File: src/rtl/dma_cs_pkg.sv
package dma_cs_pkg;
  // Bus-cycle kinds; the encoding is visible on cyc_o.
  typedef enum logic [1:0] {
    CYC_CPU    = 2'd0,
    CYC_SINGLE = 2'd1,
    CYC_READ   = 2'd2,
    CYC_WRITE  = 2'd3
  } cyc_e;
endpackage

File: src/rtl/dma_cs_reqsync.sv
module dma_cs_reqsync #(
  parameter int STAGES = 2
) (
  input  logic clk,
  input  logic rst_n,
  input  logic req_i,
  output logic req_o
);
  generate
    if (STAGES == 0) begin : g_bypass
      assign req_o = req_i;
    end else begin : g_sync
      logic [STAGES-1:0] sh_q;
      always_ff @(posedge clk or negedge rst_n) begin
        if (!rst_n) begin
          sh_q <= '0;
        end else begin
          sh_q[0] <= req_i;
          for (int i = 1; i < STAGES; i++) begin
            sh_q[i] <= sh_q[i-1];
          end
        end
      end
      assign req_o = sh_q[STAGES-1];
    end
  endgenerate
endmodule

File: src/rtl/dma_cs_sampler.sv
// Decides when the request line is looked at and remembers a queued hit.
module dma_cs_sampler (
  input  logic clk,
  input  logic rst_n,
  input  logic req_i,
  input  logic ack_state_i,
  input  logic launch_i,
  input  logic arm_i,
  input  logic active_i,
  output logic pend_o,
  output logic hunt_o
);
  logic pend_q, pend_d;
  logic hunt_q, hunt_d;

  always_comb begin
    pend_d = pend_q;
    hunt_d = hunt_q;
    if (arm_i) begin
      pend_d = 1'b0;
      hunt_d = 1'b1;
    end else if (launch_i) begin
      pend_d = 1'b0;
      hunt_d = 1'b0;
    end else if (ack_state_i) begin
      pend_d = req_i;
      hunt_d = !req_i;
    end else if (hunt_q && req_i && active_i) begin
      pend_d = 1'b1;
      hunt_d = 1'b0;
    end
  end

  always_ff @(posedge clk or negedge rst_n) begin
    if (!rst_n) begin
      pend_q <= 1'b0;
      hunt_q <= 1'b1;
    end else begin
      pend_q <= pend_d;
      hunt_q <= hunt_d;
    end
  end

  assign pend_o = pend_q;
  assign hunt_o = hunt_q;
endmodule

File: src/rtl/dma_cs_counter.sv
module dma_cs_counter #(
  parameter int CNT_W = 8
) (
  input  logic             clk,
  input  logic             rst_n,
  input  logic             load_i,
  input  logic [CNT_W-1:0] load_val_i,
  input  logic             dec_i,
  output logic [CNT_W-1:0] count_o,
  output logic             done_o,
  output logic             active_o
);
  localparam logic [CNT_W-1:0] ONE = CNT_W'(1);

  logic [CNT_W-1:0] cnt_q, cnt_d;
  logic             done_q, done_d;
  logic             cnt_en;

  assign active_o = (cnt_q != '0);
  assign cnt_en   = load_i || (dec_i && active_o);

  always_comb begin
    cnt_d  = cnt_q;
    done_d = done_q;
    if (load_i) begin
      cnt_d  = load_val_i;
      done_d = (load_val_i == '0);
    end else if (dec_i && active_o) begin
      cnt_d = cnt_q - ONE;
      if (cnt_q == ONE) done_d = 1'b1;
    end
  end

  always_ff @(posedge clk or negedge rst_n) begin
    if (!rst_n) begin
      cnt_q  <= '0;
      done_q <= 1'b0;
    end else if (cnt_en) begin
      cnt_q  <= cnt_d;
      done_q <= done_d;
    end
  end

  assign count_o = cnt_q;
  assign done_o  = done_q;
endmodule

File: src/rtl/dma_cs_fsm.sv
module dma_cs_fsm
  import dma_cs_pkg::*;
(
  input  logic clk,
  input  logic rst_n,
  input  logic req_i,
  input  logic pend_i,
  input  logic hunt_i,
  input  logic active_i,
  input  logic arm_ok_i,
  input  logic dual_i,
  output cyc_e state_o,
  output logic launch_o
);
  cyc_e st_q, st_d;

  assign launch_o = (st_q == CYC_CPU) && active_i && !arm_ok_i &&
                    (pend_i || (hunt_i && req_i));

  always_comb begin
    st_d = st_q;
    unique case (st_q)
      CYC_CPU:    if (launch_o) st_d = dual_i ? CYC_READ : CYC_SINGLE;
      CYC_SINGLE: st_d = CYC_CPU;
      CYC_READ:   st_d = CYC_WRITE;
      CYC_WRITE:  st_d = CYC_CPU;
      default:    st_d = CYC_CPU;
    endcase
  end

  always_ff @(posedge clk or negedge rst_n) begin
    if (!rst_n) st_q <= CYC_CPU;
    else        st_q <= st_d;
  end

  assign state_o = st_q;
endmodule

File: src/rtl/dma_cs_ctrl.sv
module dma_cs_ctrl
  import dma_cs_pkg::*;
#(
  parameter int CNT_W       = 8,
  parameter int SYNC_STAGES = 2
) (
  input  logic             clk,
  input  logic             rst_n,
  input  logic             req_i,
  input  logic             dual_i,
  input  logic             arm_i,
  input  logic [CNT_W-1:0] count_i,
  output logic             ack_n_o,
  output logic             grant_o,
  output logic [1:0]       cyc_o,
  output logic [CNT_W-1:0] count_o,
  output logic             done_o
);
  logic req_s, pend, hunt, active, launch;
  logic arm_ok, ack_state, complete;
  cyc_e st;

  assign arm_ok    = arm_i && (st == CYC_CPU);
  assign ack_state = (st == CYC_SINGLE) || (st == CYC_READ);
  assign complete  = (st == CYC_SINGLE) || (st == CYC_WRITE);

  dma_cs_reqsync #(.STAGES(SYNC_STAGES)) u_sync (
    .clk(clk), .rst_n(rst_n), .req_i(req_i), .req_o(req_s)
  );

  dma_cs_sampler u_samp (
    .clk(clk), .rst_n(rst_n), .req_i(req_s), .ack_state_i(ack_state),
    .launch_i(launch), .arm_i(arm_ok), .active_i(active),
    .pend_o(pend), .hunt_o(hunt)
  );

  dma_cs_counter #(.CNT_W(CNT_W)) u_cnt (
    .clk(clk), .rst_n(rst_n), .load_i(arm_ok), .load_val_i(count_i),
    .dec_i(complete), .count_o(count_o), .done_o(done_o), .active_o(active)
  );

  dma_cs_fsm u_fsm (
    .clk(clk), .rst_n(rst_n), .req_i(req_s), .pend_i(pend), .hunt_i(hunt),
    .active_i(active), .arm_ok_i(arm_ok), .dual_i(dual_i),
    .state_o(st), .launch_o(launch)
  );

  assign ack_n_o = !ack_state;
  assign grant_o = (st != CYC_CPU);
  assign cyc_o   = st;
endmodule

File: config.mk
export PLATFORM = sky130hd
export DESIGN_NAME = dma_cs_ctrl
export DESIGN_NICKNAME = d
export VERILOG_FILES = /design/src/rtl/dma_cs_pkg.sv /design/src/rtl/dma_cs_reqsync.sv /design/src/rtl/dma_cs_sampler.sv /design/src/rtl/dma_cs_counter.sv /design/src/rtl/dma_cs_fsm.sv /design/src/rtl/dma_cs_ctrl.sv
export SDC_FILE = /design/constraint.sdc
export NUM_CORES = 1
export LEC_CHECK = 0
export BUFFER_PORTS_ARGS = -buffer_cell sky130_fd_sc_hd__buf_2
export CAP_MARGIN = 5
export CELL_PAD_IN_SITES_DETAIL_PLACEMENT = 0
export CELL_PAD_IN_SITES_GLOBAL_PLACEMENT = 1
export CORE_MARGIN = 2
export CORE_UTILIZATION = 41
export DETAILED_ROUTE_END_ITERATION = 16
export HOLD_SLACK_MARGIN = 0.08
export PLACE_DENSITY = 0.88
export SYNTH_ARGS = -nofsm -noshare
export SYNTH_HDL_FRONTEND = slang
export SYNTH_SLANG_ARGS = --single-unit
File: constraint.sdc
create_clock -name clk -period 2.7 [get_ports clk]
set_input_delay 0.405 -clock clk [delete_from_list [all_inputs] [get_ports clk]]
set_output_delay 0.405 -clock clk [all_outputs]
set_load 0.1 [all_outputs]
==> results of run 1 <==
-- per-layer routing --
metal / share of wire [%] / track usage [%]
met3: 4.5 / 3.143
met2: 48 / 29.38
met5: 0 / 0
met1: 46 / 25.22
met4: 1.3 / 9.829
-- stage by stage --
stage	instance area, µm²	hold slack (ns)
2_1_floorplan	964.7	0.1094
5_1_grt	1157	0.1917
6_report	1157	0.2204
4_1_cts	1157	0.2090
3_3_place_gp	1121	0.3323
3_5_place_dp	1121	0.3294
-- cells by family after synthesis --
| group | count (synthesis) |
|---|---|
| xor+xnor | 3 |
| flops | 15 |
| compound gates | 26 |
| simple gates | 43 |
| buf+inv | 8 |
| fa+ha+maj | 8 |
| mux | 1 |
-- layout make-up --
type / count / share of cell area (%)
multi-input combinational: 81 / 48.22
sequential: 15 / 32.54
timing repair buffer: 26 / 11.68
tap: 28 / 3.027
clock buffer: 4 / 2.270
inverter: 7 / 2.270
-- state kept, by name, summed over array words and instances (netlist names) --
signal / cells
u_cnt.count_o: 8
u_fsm.state_o: 2
u_sync.g_sync.sh_q: 2
u_cnt.done_o: 1
u_samp.hunt_o: 1
u_samp.pend_o: 1
-- worst paths after layout --
kind                            cells after the start  slack, ns                            start                               to
worst max-delay path                                5       0.61     u_fsm.state_o[0]$_DFFE_PN0P_        u_samp.pend_o$_DFFE_PN0P_
worst min-delay path                                1       0.22                            req_i  u_sync.g_sync.sh_q[0]$_DFF_PN0_
worst max register to register                      5       0.61     u_fsm.state_o[0]$_DFFE_PN0P_        u_samp.pend_o$_DFFE_PN0P_
worst min register to register                      0       0.36  u_sync.g_sync.sh_q[0]$_DFF_PN0_  u_sync.g_sync.sh_q[1]$_DFF_PN0_
max in group asynchronous                           2       1.85                            rst_n        u_samp.hunt_o$_DFFE_PN1P_
min in group asynchronous                           2       0.55                            rst_n     u_fsm.state_o[1]$_DFFE_PN0P_
-- layout by cell type (no fill, tap or decap), types with 2 or more instances in the layout --
master / n
nor4_1: 2
dfrtp_1: 14
a21o_1: 2
nand3_1: 3
nand2b_1: 4
a21oi_1: 7
buf_2: 25
nor3_1: 4
o21a_1: 2
clkbuf_4: 3
nor2_1: 9
xnor2_1: 3
a31oi_1: 4
ha_1: 8
inv_1: 7
o21ai_0: 3
nand2_1: 11
==> flow_summary.toml, run 1 <==
[detailed_routing]
drc = 0
postRouteAntennaNets = 0
num_vias = 895
firstDrtPassIters = 4
vias_per_cell = 5.559
drtIter0Drc = 18
avgRoutedWirePerCell_um = 14.58
finalWirelength_mm = 2.347

[clock_tree]
post-cts-setup-buffer-count = 0
ctsResizeCount = 0
cts_sinks = 15
path_clk_slew_ns = 0.09
clock_latency_ns = 0.28
clockBufferDepth = 2
cts_root_buf = "clkbuf_4"
numCtsBuffers = 3
cts_htree_levels = 1
cts_tree = "built"
ctsHoldBuffers = 1

[placed_design]
gp_congestion = 0.8301
place_hpwl_mm = 1.762
port-buffer-count = 25
dp_cells = 156
dp_worst_setup_slack_ns = 0.6133

[setup_path]
worst_path_largest_cell_delay_ns = 0.44
startpoint_type = "register"
path_cells = "inv_1 > ha_1 > and2_0 > nor3_1 > mux2_2"
worst-setup-path-type = "reg2reg"
endpoint_kind = "register"
arrival_ns = 2.27
worstPathBufferInverterCount = 1
path_max_fanout = 14
cp_top_family = "simple AND/OR/NAND/NOR gates"
slowest_stage = "and2_0"
required_ns = 2.88

[grt]
grt_overflow = 0
grt_use_total_pct = 18.98
grt_pass1_wl_mm = 3.801
grt_max_degree = 16
grt_pass1_vias = 813
antenna_found_initial = 0

[synthesis]
syn_nets = 125
synth_compound_area_share_pct = 18.16
synth_cell_types = 36
syn_inst = 104
muxShareOfSynthArea_pct = 1.167
syn-cell-area_um2 = 964.7
synthTopCellsByCount = "dfrtp_1, nand2_1, nor2_1"
synth-xor-area-share_pct = 2.724
synth.area.top_cells = "dfrtp_1, ha_1, nand2_1, a21oi_1, nor2_1"
yosys.area_share.simple_pct = 25.42
async_flop_share_pct = 100.0
ys_ff_latch = 15
yosys_warnings = 0
avgSynthCellArea_um2 = 9.276
yosysMostFrequentCell = "dfrtp_1"
seq_area_frac_synth_pct = 39.04
synthFlopType = "dfrtp_1"
synth_edf_count = 0
synth_top_area_cell = "dfrtp_1"
synth_top_family_by_area = "simple AND/OR/NAND/NOR gates"
netlist.area_leader.share_pct = 36.32
synthAdderAreaFrac_pct = 10.38

[layout]
num_antenna_cells = 0
nets = 155
fillCellCount = 223
fin_cells = 161
multi_input_area_um2 = 558.0
regArea_um2 = 376.6
fin_util_pct = 52.32
syn2layout_area_growth_pct = 19.97
drive_above_1_share_pct = 26.32

[floorplanning]
die_y_um = 52.51
floorplan.die_area_um2 = 2757
ios = 26
rows = 17
coreArea_um2 = 2212
dieWidth_um = 52.51
start_util_pct = 43.61

[sta]
maxSlewViolCount = 0
setup_slack_ns = 0.6104
fin_crit_sh_pct = 77.39
setup_tns_ns = 0
final.min_clock_period_ns = 2.090
max-slew-margin-rel_pct = 50.06
fin_worst_skew_ns = 0.0005397
setup-violations-final = 0
finalHoldViolCount = 0
worstMarginPinSlew_ns = 0.7487
rsz0062_at_grt = "false"
fmax_mhz = 478.6

[outcome]
outcome = "completed"

[hold_path]
min_path_type = "in2reg"

[job]
drv_cap = 0
Power of run 1 is left out: the tool's default activity adds up to more than one toggle a clock period on the data nets, which glitch-free logic cannot reach.
==> run 2, diff against run 1 <==
Settings changed: CORE_UTILIZATION 41 to 34, PLACE_DENSITY 0.88 to 0.78.
Clock period 2.7 ns to 1.8 ns, I/O delays scaled along.
==> run 2 against run 1 <==
Against the previous run:
- the flow now finishes with violations (setup timing)
- setup slack worse by 0.63 ns
- final cell count is 11% higher
- die area is 19% higher
- routed wire length is 2.8% higher
- count of clock-buffer cells in the layout is 1 lower
==> flow_summary.toml, run 2 (synthesized netlist as in run 1, its figures left out) <==
[outcome]
outcome = "finished with violations"
violations = "setup timing"

[detailed_routing]
drtIter0Drc = 14
postRouteAntennaNets = 0
drc = 0
finalWirelength_mm = 2.413
firstDrtPassIters = 4
vias_per_cell = 5.438
avgRoutedWirePerCell_um = 13.56
num_vias = 968

[setup_path]
required_ns = 1.98
startpoint_type = "register"
path_max_fanout = 6
slowest_stage = "dfrtp_4"
path_cells = "inv_4 > ha_4 > nor3b_4 > a22oi_2 > nor3_2 > mux2_4"
worstPathBufferInverterCount = 1
cp_top_family = "simple AND/OR/NAND/NOR gates"
worst_path_largest_cell_delay_ns = 0.50
endpoint_kind = "register"
arrival_ns = 2.00
worst-setup-path-type = "reg2reg"

[floorplanning]
rows = 19
coreArea_um2 = 2734
floorplan.die_area_um2 = 3279
ios = 26
die_y_um = 57.27
start_util_pct = 35.29
dieWidth_um = 57.27

[placed_design]
dp_worst_setup_slack_ns = 0.002805
gp_congestion = 0.7225
place_hpwl_mm = 1.877
port-buffer-count = 25

[layout]
syn2layout_area_growth_pct = 43.19
final_common_cell = "buf_2"
num_antenna_cells = 0
nets = 169
drive_above_1_share_pct = 48.30
largest_reg_flops = 8
most-common-layout-cells = "buf_2, buf_4, nand2_1"

[sta]
setup_slack_ns = -0.01714
rsz0062_at_grt = "true"
fin_worst_skew_ns = 0.002043
setup-violations-final = 1
fin_crit_sh_pct = 101.0
maxSlewViolCount = 0
fmax_mhz = 550.3
max-slew-margin-rel_pct = 67.96
final.min_clock_period_ns = 1.817
finalHoldViolCount = 0
worstMarginPinSlew_ns = 0.4839

[grt]
antenna_found_initial = 0
grt_overflow = 0
grt_use_total_pct = 15.18
grt_pass1_vias = 835
grt_max_degree = 16
grt_pass1_wl_mm = 3.795

[clock_tree]
clock_latency_ns = 0.29
cts_root_buf = "clkbuf_4"
clockBufferDepth = 2
cts_htree_levels = 1
path_clk_slew_ns = 0.09
numCtsBuffers = 3
cts_tree = "built"
cts_sinks = 15

[job]
drv_cap = 0

[hold_path]
min_path_type = "in2reg"
==> run 2: cell count changes in the layout (fill, tap and decap cells not counted), moves of 2 or more <==
cell and change:
dfrtp_2 +6, ha_4 +2, clkinvlp_4 +2, ha_1 -2
dfrtp_4 +4, dfrtp_1 -10, inv_4 +4, buf_4 +13
inv_1 -6
==> run 2: cell type report <==
type / count / area (µm²)
clock inverter: 1 / 5.005
sequential: 15 / 399.1
timing repair buffer: 40 / 257.7
inverter: 7 / 43.79
fill: 266 / 1353
clock buffer: 3 / 22.52
tap: 31 / 38.79
multi-input combinational: 81 / 614.3
==> run 2: timing repair <==
| action | CTS | global route |
|---|---|---|
| gates resized for setup | 1 | 3 |
| buffers inserted | 0 | 2 |
| pin swaps | 0 | 3 |
| hold endpoints to repair | 15 | 0 |
| setup endpoints to repair | 1 | 3 |
| hold buffers | 2 | 0 |
==> run 2: path summary, 6_finish.rpt <==
kind | start | endpoint | slack (ns) | cells past startpoint
worst max-delay path | u_cnt.count_o[0]$_DFFE_PN0P_ | u_samp.pend_o$_DFFE_PN0P_ | -0.02 | 6
min in group asynchronous | rst_n | u_sync.g_sync.sh_q[0]$_DFF_PN0_ | 0.41 | 2
worst max register to register | u_cnt.count_o[0]$_DFFE_PN0P_ | u_samp.pend_o$_DFFE_PN0P_ | -0.02 | 6
max in group asynchronous | rst_n | u_samp.hunt_o$_DFFE_PN1P_ | 1.09 | 2
worst min-delay path | count_i[4] | u_cnt.count_o[4]$_DFFE_PN0P_ | 0.21 | 3
worst min register to register | u_sync.g_sync.sh_q[0]$_DFF_PN0_ | u_sync.g_sync.sh_q[1]$_DFF_PN0_ | 0.36 | 0
==> run 2: layer usage <==
layer | global-route usage (%) | up-vias | part of all wire (%)
met1 | 21.40 | 466 | 46
met2 | 23.15 | 32 | 47
li1 | - | 466 | -
met5 | 0 | - | 0
met4 | 3.987 | 0 | 1.0
met3 | 4.082 | 4 | 5.2
==> run 2: worst register-to-register path: stages, from the launching register on <==
cell and delay, ns:
dfrtp_4 0.50, inv_4 0.07, ha_4 0.12, nor3b_4 0.29, a22oi_2 0.14, nor3_2 0.27, mux2_4 0.32
==> run 2: metrics by stage <==
stage	cells	area (µm²)	utilization (%)	hold slack, ns	setup TNS (ns)
floorplan	104	1041	-	-0.02559	-0.6970
global placement	170	1299	47.51	0.1934	0
detailed placement	170	1299	47.51	0.1988	0
CTS	176	1351	49.43	0.1954	0
global route	178	1381	50.53	0.2060	-0.3179
finish	178	1381	50.53	0.2054	-0.01714
Power of run 2 is left out for the same reason.
